**config.mk**
```make
export PLATFORM = sky130hd
export DESIGN_NAME = burst_sram_pipe
export DESIGN_NICKNAME = d
export VERILOG_FILES = /design/src/rtl/burst_sram_pkg.sv /design/src/rtl/burst_sram_ctrl.sv /design/src/rtl/burst_sram_array.sv /design/src/rtl/burst_sram_pipe.sv
export SDC_FILE = /design/constraint.sdc
export NUM_CORES = 2
export LEC_CHECK = 0
export BUFFER_PORTS_ARGS = -buffer_cell sky130_fd_sc_hd__clkbuf_2
export CORE_ASPECT_RATIO = 1.4
export CORE_MARGIN = 5
export CORE_UTILIZATION = 27
export CTS_BUF_LIST = sky130_fd_sc_hd__clkbuf_8 sky130_fd_sc_hd__clkbuf_16
export DETAILED_ROUTE_END_ITERATION = 10
export PLACE_DENSITY = 0.39
export SLEW_MARGIN = 20
export SYNTH_ARGS = -nofsm -noshare
export SYNTH_HDL_FRONTEND = slang
export SYNTH_MEMORY_MAX_BITS = 65536
export SYNTH_SLANG_ARGS = --single-unit
export TNS_END_PERCENT = 20
```
**constraint.sdc**
```tcl
create_clock -name clk -period 5.3 [get_ports clk]
set_input_delay 0.53 -clock clk [delete_from_list [all_inputs] [get_ports clk]]
set_output_delay 0.53 -clock clk [all_outputs]
set_load 0.01 [all_outputs]
```
**src/rtl/burst_sram_pkg.sv**
```systemverilog
package burst_sram_pkg;
  typedef enum logic [1:0] {
    OP_IDLE  = 2'd0,
    OP_READ  = 2'd1,
    OP_WRITE = 2'd2
  } acc_op_e;
endpackage

```
**src/rtl/burst_sram_ctrl.sv**
```systemverilog
module burst_sram_ctrl
  import burst_sram_pkg::*;
#(
  parameter int AW      = 8,
  parameter int BL_BITS = 2,
  parameter int DW      = 18,
  parameter int NB      = 2
) (
  input  logic          clk,
  input  logic          rst,
  input  logic [AW-1:0] addr_i,
  input  logic          cpu_start_i,
  input  logic          ctl_start_i,
  input  logic          adv_i,
  input  logic          sel_i,
  input  logic [NB-1:0] byte_we_i,
  input  logic [DW-1:0] data_i,
  output acc_op_e       acc_op,
  output logic [AW-1:0] acc_addr,
  output logic [NB-1:0] acc_be,
  output logic [DW-1:0] acc_wdata
);
  // captured inputs
  logic          r_cpu, r_ctl, r_adv, r_sel;
  logic [NB-1:0] r_we;
  logic [AW-1:0] r_addr;
  logic [DW-1:0] r_din;

  // burst state
  logic               act_q;
  logic [AW-1:0]      base_q;
  logic [BL_BITS-1:0] cnt_q, cnt_nx;
  logic               load;

  always_ff @(posedge clk) begin
    if (rst) begin
      r_cpu <= 1'b0;
      r_ctl <= 1'b0;
      r_adv <= 1'b0;
      r_we  <= '0;
    end else begin
      r_cpu <= cpu_start_i;
      r_ctl <= ctl_start_i;
      r_adv <= adv_i;
      r_we  <= byte_we_i;
    end
  end

  always_ff @(posedge clk) begin
    r_addr <= addr_i;
    r_sel  <= sel_i;
    r_din  <= data_i;
  end

  always_comb begin
    load     = r_cpu | r_ctl;
    cnt_nx   = cnt_q + {{(BL_BITS-1){1'b0}}, r_adv};
    acc_addr = base_q ^ {{(AW-BL_BITS){1'b0}}, cnt_nx};
    acc_op   = OP_IDLE;
    if (load) begin
      acc_addr = r_addr;
      if (!r_sel)      acc_op = OP_IDLE;
      else if (r_cpu)  acc_op = OP_READ;
      else if (|r_we)  acc_op = OP_WRITE;
      else             acc_op = OP_READ;
    end else if (act_q) begin
      acc_op = (|r_we) ? OP_WRITE : OP_READ;
    end
    acc_be    = (acc_op == OP_WRITE) ? r_we : '0;
    acc_wdata = r_din;
  end

  always_ff @(posedge clk) begin
    if (rst) begin
      act_q  <= 1'b0;
      cnt_q  <= '0;
      base_q <= '0;
    end else if (load) begin
      act_q  <= r_sel;
      cnt_q  <= '0;
      base_q <= r_addr;
    end else if (act_q) begin
      cnt_q  <= cnt_nx;
    end
  end

  // a wait state keeps the beat count
  a_r5_hold_count: assert property (@(posedge clk) disable iff (rst)
    (act_q && !load && !r_adv) |=> (cnt_q == $past(cnt_q)));

  // an advance steps the beat count by one, wrapping
  a_r5_step_count: assert property (@(posedge clk) disable iff (rst)
    (act_q && !load && r_adv) |=> (cnt_q == $past(cnt_q) + 1'b1));

  // a deselecting start ends the burst
  a_r7_desel_ends: assert property (@(posedge clk) disable iff (rst)
    (load && !r_sel) |=> !act_q);
endmodule

```
**src/rtl/burst_sram_array.sv**
```systemverilog
module burst_sram_array #(
  parameter int AW     = 8,
  parameter int BYTE_W = 9,
  parameter int NB     = 2
) (
  input  logic                 clk,
  input  logic                 rd_en,
  input  logic [NB-1:0]        we,
  input  logic [AW-1:0]        addr,
  input  logic [BYTE_W*NB-1:0] wdata,
  output logic [BYTE_W*NB-1:0] rdata
);
  localparam int DEPTH = 1 << AW;

  for (genvar g = 0; g < NB; g++) begin : g_lane
    logic [BYTE_W-1:0] mem [DEPTH];
    logic [BYTE_W-1:0] lane_q;

    always_ff @(posedge clk) begin
      if (we[g]) mem[addr] <= wdata[g*BYTE_W +: BYTE_W];
    end

    always_ff @(posedge clk) begin
      if (rd_en) lane_q <= mem[addr];
    end

    assign rdata[g*BYTE_W +: BYTE_W] = lane_q;
  end
endmodule

```
**src/rtl/burst_sram_pipe.sv**
```systemverilog
module burst_sram_pipe
  import burst_sram_pkg::*;
#(
  parameter int AW      = 8,
  parameter int BYTE_W  = 9,
  parameter int NB      = 2,
  parameter int BL_BITS = 2
) (
  input  logic                 clk,
  input  logic                 rst,
  input  logic [AW-1:0]        addr_i,
  input  logic                 cpu_start_i,
  input  logic                 ctl_start_i,
  input  logic                 adv_i,
  input  logic                 sel_i,
  input  logic [NB-1:0]        byte_we_i,
  input  logic [BYTE_W*NB-1:0] data_i,
  input  logic                 oe_i,
  output logic [BYTE_W*NB-1:0] data_o,
  output logic                 data_oe_o
);
  localparam int DW = BYTE_W * NB;

  acc_op_e       acc_op;
  logic [AW-1:0] acc_addr;
  logic [NB-1:0] acc_be;
  logic [DW-1:0] acc_wdata;
  logic          drive_q;

  burst_sram_ctrl #(.AW(AW), .BL_BITS(BL_BITS), .DW(DW), .NB(NB)) i_ctrl (
    .clk        (clk),
    .rst        (rst),
    .addr_i     (addr_i),
    .cpu_start_i(cpu_start_i),
    .ctl_start_i(ctl_start_i),
    .adv_i      (adv_i),
    .sel_i      (sel_i),
    .byte_we_i  (byte_we_i),
    .data_i     (data_i),
    .acc_op     (acc_op),
    .acc_addr   (acc_addr),
    .acc_be     (acc_be),
    .acc_wdata  (acc_wdata)
  );

  burst_sram_array #(.AW(AW), .BYTE_W(BYTE_W), .NB(NB)) i_array (
    .clk  (clk),
    .rd_en(acc_op == OP_READ),
    .we   (acc_be),
    .addr (acc_addr),
    .wdata(acc_wdata),
    .rdata(data_o)
  );

  always_ff @(posedge clk) begin
    if (rst) drive_q <= 1'b0;
    else     drive_q <= (acc_op == OP_READ);
  end

  assign data_oe_o = oe_i & drive_q & (acc_op != OP_WRITE);

  // no access in a cycle leaves the pins undriven after the edge
  a_r7_idle_hiz: assert property (@(posedge clk) disable iff (rst)
    (acc_op == OP_IDLE) |=> !data_oe_o);

  // full-word write then read of the same word returns the new value
  a_r10_rd_after_wr: assert property (@(posedge clk) disable iff (rst)
    (acc_op == OP_READ && $past(acc_op) == OP_WRITE && $past(acc_be) == {NB{1'b1}}
     && acc_addr == $past(acc_addr))
    |=> (data_o == $past(acc_wdata, 2)));
endmodule

```
# Word level (Yosys, flattened, before mapping)

Memories as Yosys holds them, arrays and structs flattened. A register that Yosys moved wholly into a read port is not among the register bits.
Index checks and enable logic that the tools add are counted.

Bits in writable memories: 4608
Bits in registers: 44
Memories: 2
Word-level logic and storage cells: 34

Bitwise logic cells: 4
Muxes and demuxes: 11
$add $sub $neg: 1
Equality and inequality tests: 3
Reductions and logical operators: 2

Memory list:

| memory                | words | width | rd ports | clocked after Yosys merged registers in | wr ports | line                   | text |
|---|---|---|---|---|---|---|---|
| i_array.g_lane[0].mem | 256   | 9     | 1        | 1                                       | 1        | burst_sram_array.sv:16 | `logic [BYTE_W-1:0] mem [DEPTH];` |
| i_array.g_lane[1].mem | 256   | 9     | 1        | 1                                       | 1        | burst_sram_array.sv:16 |  |

Operator list:

| kind               | number |
|---|---|
| $mux 2             | 6 |
| $mux 8             | 1 |
| $xor 8x2->8        | 1 |
| $mux 1             | 4 |
| $reduce_or 2->1    | 2 |
| $add 2x1->2        | 1 |
| $and 1x1->1        | 2 |
| $eq 2x1->1 const B | 1 |
| $eq 2x2->1 const B | 1 |
| $ne 2x2->1 const B | 1 |
| $or 1x1->1         | 1 |

# Logic depth before layout (Yosys ltp)

Depth in word-level cells: 9
Depth in mapped cells: 14
Depth with buffers taken out: 9

# Hierarchy

A second synthesis with hierarchy kept.

Cells, all modules: 7941
Area total of the unflattened synthesis: 177151.2 sq um

By module, submodules not included:

| module           | times used | area each (sq um) | cells an instance | sequential area each (sq um) |
|---|---|---|---|---|
| burst_sram_array | 1          | 175827.4          | 7830              | 138913.2 |
| burst_sram_ctrl  | 1          | 1277.5            | 105               | 860.8 |
| burst_sram_pipe  | 1          | 46.3              | 6                 | 20.0 |

# Worst setup path after synthesis

No wires, ideal clock.

Path kind: register -> register
From: reg i_ctrl.r_din[0], in the netlist i_ctrl.acc_wdata[0]
To: mem i_array.g_lane[0].mem[0][0] (data pin)
Slack: 1.066 ns
Period minus slack after synthesis: 4.234 ns
Path buffers: 0
Required time: 4.448 ns
Library setup time: 0.852 ns
Stages on the path, launching flop included: 1
Data arrival time: 3.382 ns
Path through: dfxtp_1

RTL lines:

| item                     | line                   | text |
|---|---|---|
| start: declaration       | burst_sram_ctrl.sv:27  | `logic [DW-1:0] r_din;` |
| start signal: assignment | burst_sram_ctrl.sv:52  | `r_din <= data_i;` |
| end: declaration         | burst_sram_array.sv:16 |  |

No word-level cell before the write port.

# Final worst setup path

From: reg i_ctrl.r_ctl
To: reg i_array.g_lane[1].lane_q[7], read port of i_array.g_lane[1].mem (data pin)

Longest elaborated chain between the ends: 3
Elaborated cells between the ends (all ways): 4
Classes of those cells: eq/ne: 1; mux: 2; bitwise: 1

Ends and longest elaborated chain:

| item                     | line                   | text |
|---|---|---|
| start: declaration       | burst_sram_ctrl.sv:24  | `logic r_cpu, r_ctl, r_adv, r_sel;` |
| start signal: assignment | burst_sram_ctrl.sv:43  | `r_ctl <= ctl_start_i;` |
| $or 1x1->1 (*)           | burst_sram_ctrl.sv:56  | `load = r_cpu \| r_ctl;` |
| $mux 2                   | burst_sram_ctrl.sv:60  | `if (load) begin` |
| $eq 2x1->1               | burst_sram_pipe.sv:48  | `.rd_en(acc_op == OP_READ),` |
| end: declaration         | burst_sram_array.sv:17 | `logic [BYTE_W-1:0] lane_q;` |

Mark *: on every way between the ends. The rest lies on a longest branch, timed or not.
A chain may end at the register's enable or synchronous reset.

==> run summary <==
Pwr/cell area -> 381 nW/um^2
Largest net degree at the start of global routing -> 181
Synthesized area -> 179000 sq um
Die width -> 698 microns
Number of synthesized flops with an enable pin -> 4626
GPL Wtd Cong -> 0.808
Pre-CTS setup slack -> -0.270 ns
Post-Synth Simple-Gate Area -> 0.0438
Critical Path Sink Type -> register
Clock root cell -> clkbuf_16
Synth Instances -> 9764
Mean Syn Cell Area -> 18.3 sq um
Drt wl/cell -> 29.6 microns
Core area -> 662000 sq um
CP Launch Type -> register
Critical path peak fanout -> 23
Post-synth top flop -> edfxtp_1
Detailed Routing Iterations Pass 1 -> 5
Most frequent cells in the layout -> edfxtp_1 (4626), nand2_1 (1010), mux2i_1 (700)
Critical path's slowest cell -> a2111oi_1
Via/cell ratio -> 4.81
Placed instance area -> 195000 sq um
Outcome -> finished clean
Compound-Gate Fraction of Synth Area -> 0.0491
Share of layout cells above drive strength 1 -> 0.201
# DRC -> 0
Worst vdd ir -> 0.288 mV
Initial Utilization -> 0.270
Clk buf depth -> 4
Fin Clk Skew -> 0.0711 ns
IO Count -> 54
Hold Crit Class -> in2reg
RSZ-0062 raised after global routing -> true
Count of cell types in the netlist -> 63
TritonCTS clock tree -> built
Final period util -> 0.989
Final Cell Area -> 211000 sq um
Register area share after synthesis -> 0.781
Final hold violations -> 0
XOR/XNOR Fraction of Synth Area -> 0.000315
Wire length of the first global-routing pass -> 808 mm
CTS H-Tree Depth -> 5
WP data required -> 5.98 ns
Worst hold slack -> 0.178 ns
Final Max Tran Viols -> 0
Clock sink count -> 4670
Nets -> 10500
Kind of critical path -> reg2reg
Post-CTS setup buffer count -> 0
Die height -> 973 microns
Gr usage total -> 0.166
Iter 0 DRT Violations -> 7500
Post-route minimum period -> 5.24 ns
Most common cell after layout, fill and taps aside -> edfxtp_1
Crit path arrival time -> 5.92 ns
Syn-to-layout area delta -> 17.6%
Die area -> 679000 sq um
I/O Buffers -> 53
Vias -> 94300
DRT antenna net count -> 0
Finish-stage setup viols -> 0
Final worst slack -> 0.0590 ns
Total grt overflow -> 0
Asr flop ratio synth -> 0
Ys Warns -> 0
Fin Setup TNS -> 0 ns
Post-Synth Adder-Cell Area -> 0.0000699
Initial antenna violation count -> 33
Synth Register Bits -> 4670
CP Cell Sequence -> or2_2, o21ai_4, buf_12, buf_12, mux4_2, a22o_1, o311ai_1, o21ai_1, a2111oi_1, nand4_1
Row count -> 354
DP Wirelength -> 376 mm
CTS clk-pin slew, worst paths -> 0.06 ns
Leak Pwr -> 66.6 nW
Drt total wl -> 582 mm
Worst-margin pin slew -> 1.17 ns
Syn nets -> 9800
Clk_lat worst skew -> 0.98 ns
Vias in the first global route -> 98400
MaxCap Viol Count -> 0
Post-synthesis mux area share -> 0.110
Fmax -> 191 MHz
Largest family of logic cells by synthesized area -> multiplexers
CP most frequent cell -> buf_12
CTS Buf Count -> 465
Worst rel slew slack -> 0.219
Largest stage delay, worst path -> 0.97 ns
## cells in the mapped netlist (all sizes together) (31+ instances only)
cell	instances	area share
nand3	104	0.0029
buf	304	0.0095
clkbuf	307	0.0064
nor4	106	0.0037
nand4	59	0.0021
nor2	554	0.012
a22oi	271	0.011
a41oi	49	0.0024
nand2	1014	0.021
a21oi	395	0.011
dfxtp	44	0.0049
o22ai	362	0.013
mux2i	700	0.039
edfxtp	4626	0.78
a32oi	105	0.0051
a2111oi	49	0.0033
mux4	558	0.070
nor3	31	0.00092
## cell families (layout without fill, tap and decap cells)
| kind of cell | after synthesis | in the layout |
|---|---|---|
| compound gates | 1308 | 1308 |
| simple gates | 1902 | 1902 |
| flops | 4670 | 4670 |
| fa+ha+maj | 1 | 1 |
| buf+inv | 617 | 1738 |
| mux | 1262 | 1262 |
| other cells | 0 | 10 |
| xor+xnor | 4 | 4 |
## through the flow
step	power, W	cells	utilization
2_1_floorplan	0.0453	9764	-
3_3_place_gp	0.0481	18700	0.294
3_5_place_dp	0.0481	18700	0.294
4_1_cts	0.0814	19600	0.318
5_1_grt	0.0830	19600	0.318
6_report	0.0803	19600	0.318
## layout make-up
type / instances / area (sq um)
tap: 8722 / 10900
fill: 63600 / 452000
antenna: 10 / 25.0
timing repair buffer: 861 / 7640
sequential: 4670 / 140000
clock inverter: 400 / 3450
clock buffer: 471 / 11800
inverter: 6 / 22.5
multi-input combinational: 4477 / 36900
## critical path: cells and delay by family, from the launching register on
family                 cells  cell delay (ns)
flip-flops                 1             0.47
buffers and inverters      2             0.48
AND/OR/NAND/NOR            2             0.71
multiplexers               1             0.36
AO/OA/AOI/OAI              5             2.89
## timing repair
| item | 4_1_cts | 5_1_grt |
|---|---|---|
| gates cloned | 0 | 0 |
| endpoints found under the hold margin | 32 | 0 |
| pin swaps | 1 | 0 |
| setup endpoints to repair | 2 | 2 |
| gates resized for setup | 2 | 1 |
| hold buffers | 32 | 0 |
## registers in the layout, indices dropped and copies added, names as in the netlist
| register | cells |
|---|---|
| i_array.g_lane.mem | 4608 |
| i_ctrl.r_adv | 1 |
| i_ctrl.base_q | 8 |
| i_ctrl.r_sel | 1 |
| i_array.g_lane.lane_q | 18 |
| i_ctrl.r_ctl | 1 |
| i_ctrl.r_cpu | 1 |
| drive_q | 1 |
| i_ctrl.acc_wdata | 18 |
| i_ctrl.r_addr | 8 |
| i_ctrl.r_we | 2 |
| i_ctrl.act_q | 1 |
| i_ctrl.cnt_q | 2 |
## where the power goes
part / internal (W) / switching [W]
Sequential: 0.0406 / 0.000181
Combinational: 0.00223 / 0.00418
Clock: 0.0186 / 0.0145
Total: 0.0615 / 0.0188
## layer usage
metal | track usage | up-vias | wire (microns)
li1 | - | 40700 | -
met1 | 0.205 | 50700 | 235000
met2 | 0.306 | 2169 | 307000
met3 | 0.0176 | 641 | 22000
met4 | 0.0428 | 6 | 17000
met5 | 0 | - | 38
## worst paths after layout
check / startpoint / endpoint / slack (ns) / cells after the start
worst min register to register: i_ctrl.base_q[1] / i_ctrl.base_q[1] / 0.48 / 2
worst max-delay path: i_ctrl.r_ctl / i_array.g_lane[1].lane_q[7] / 0.06 / 10
worst min-delay path: rst / i_ctrl.base_q[1] / 0.18 / 2
worst max register to register: i_ctrl.r_ctl / i_array.g_lane[1].lane_q[7] / 0.06 / 10
No activity file was read; power rests on OpenSTA's default activity.
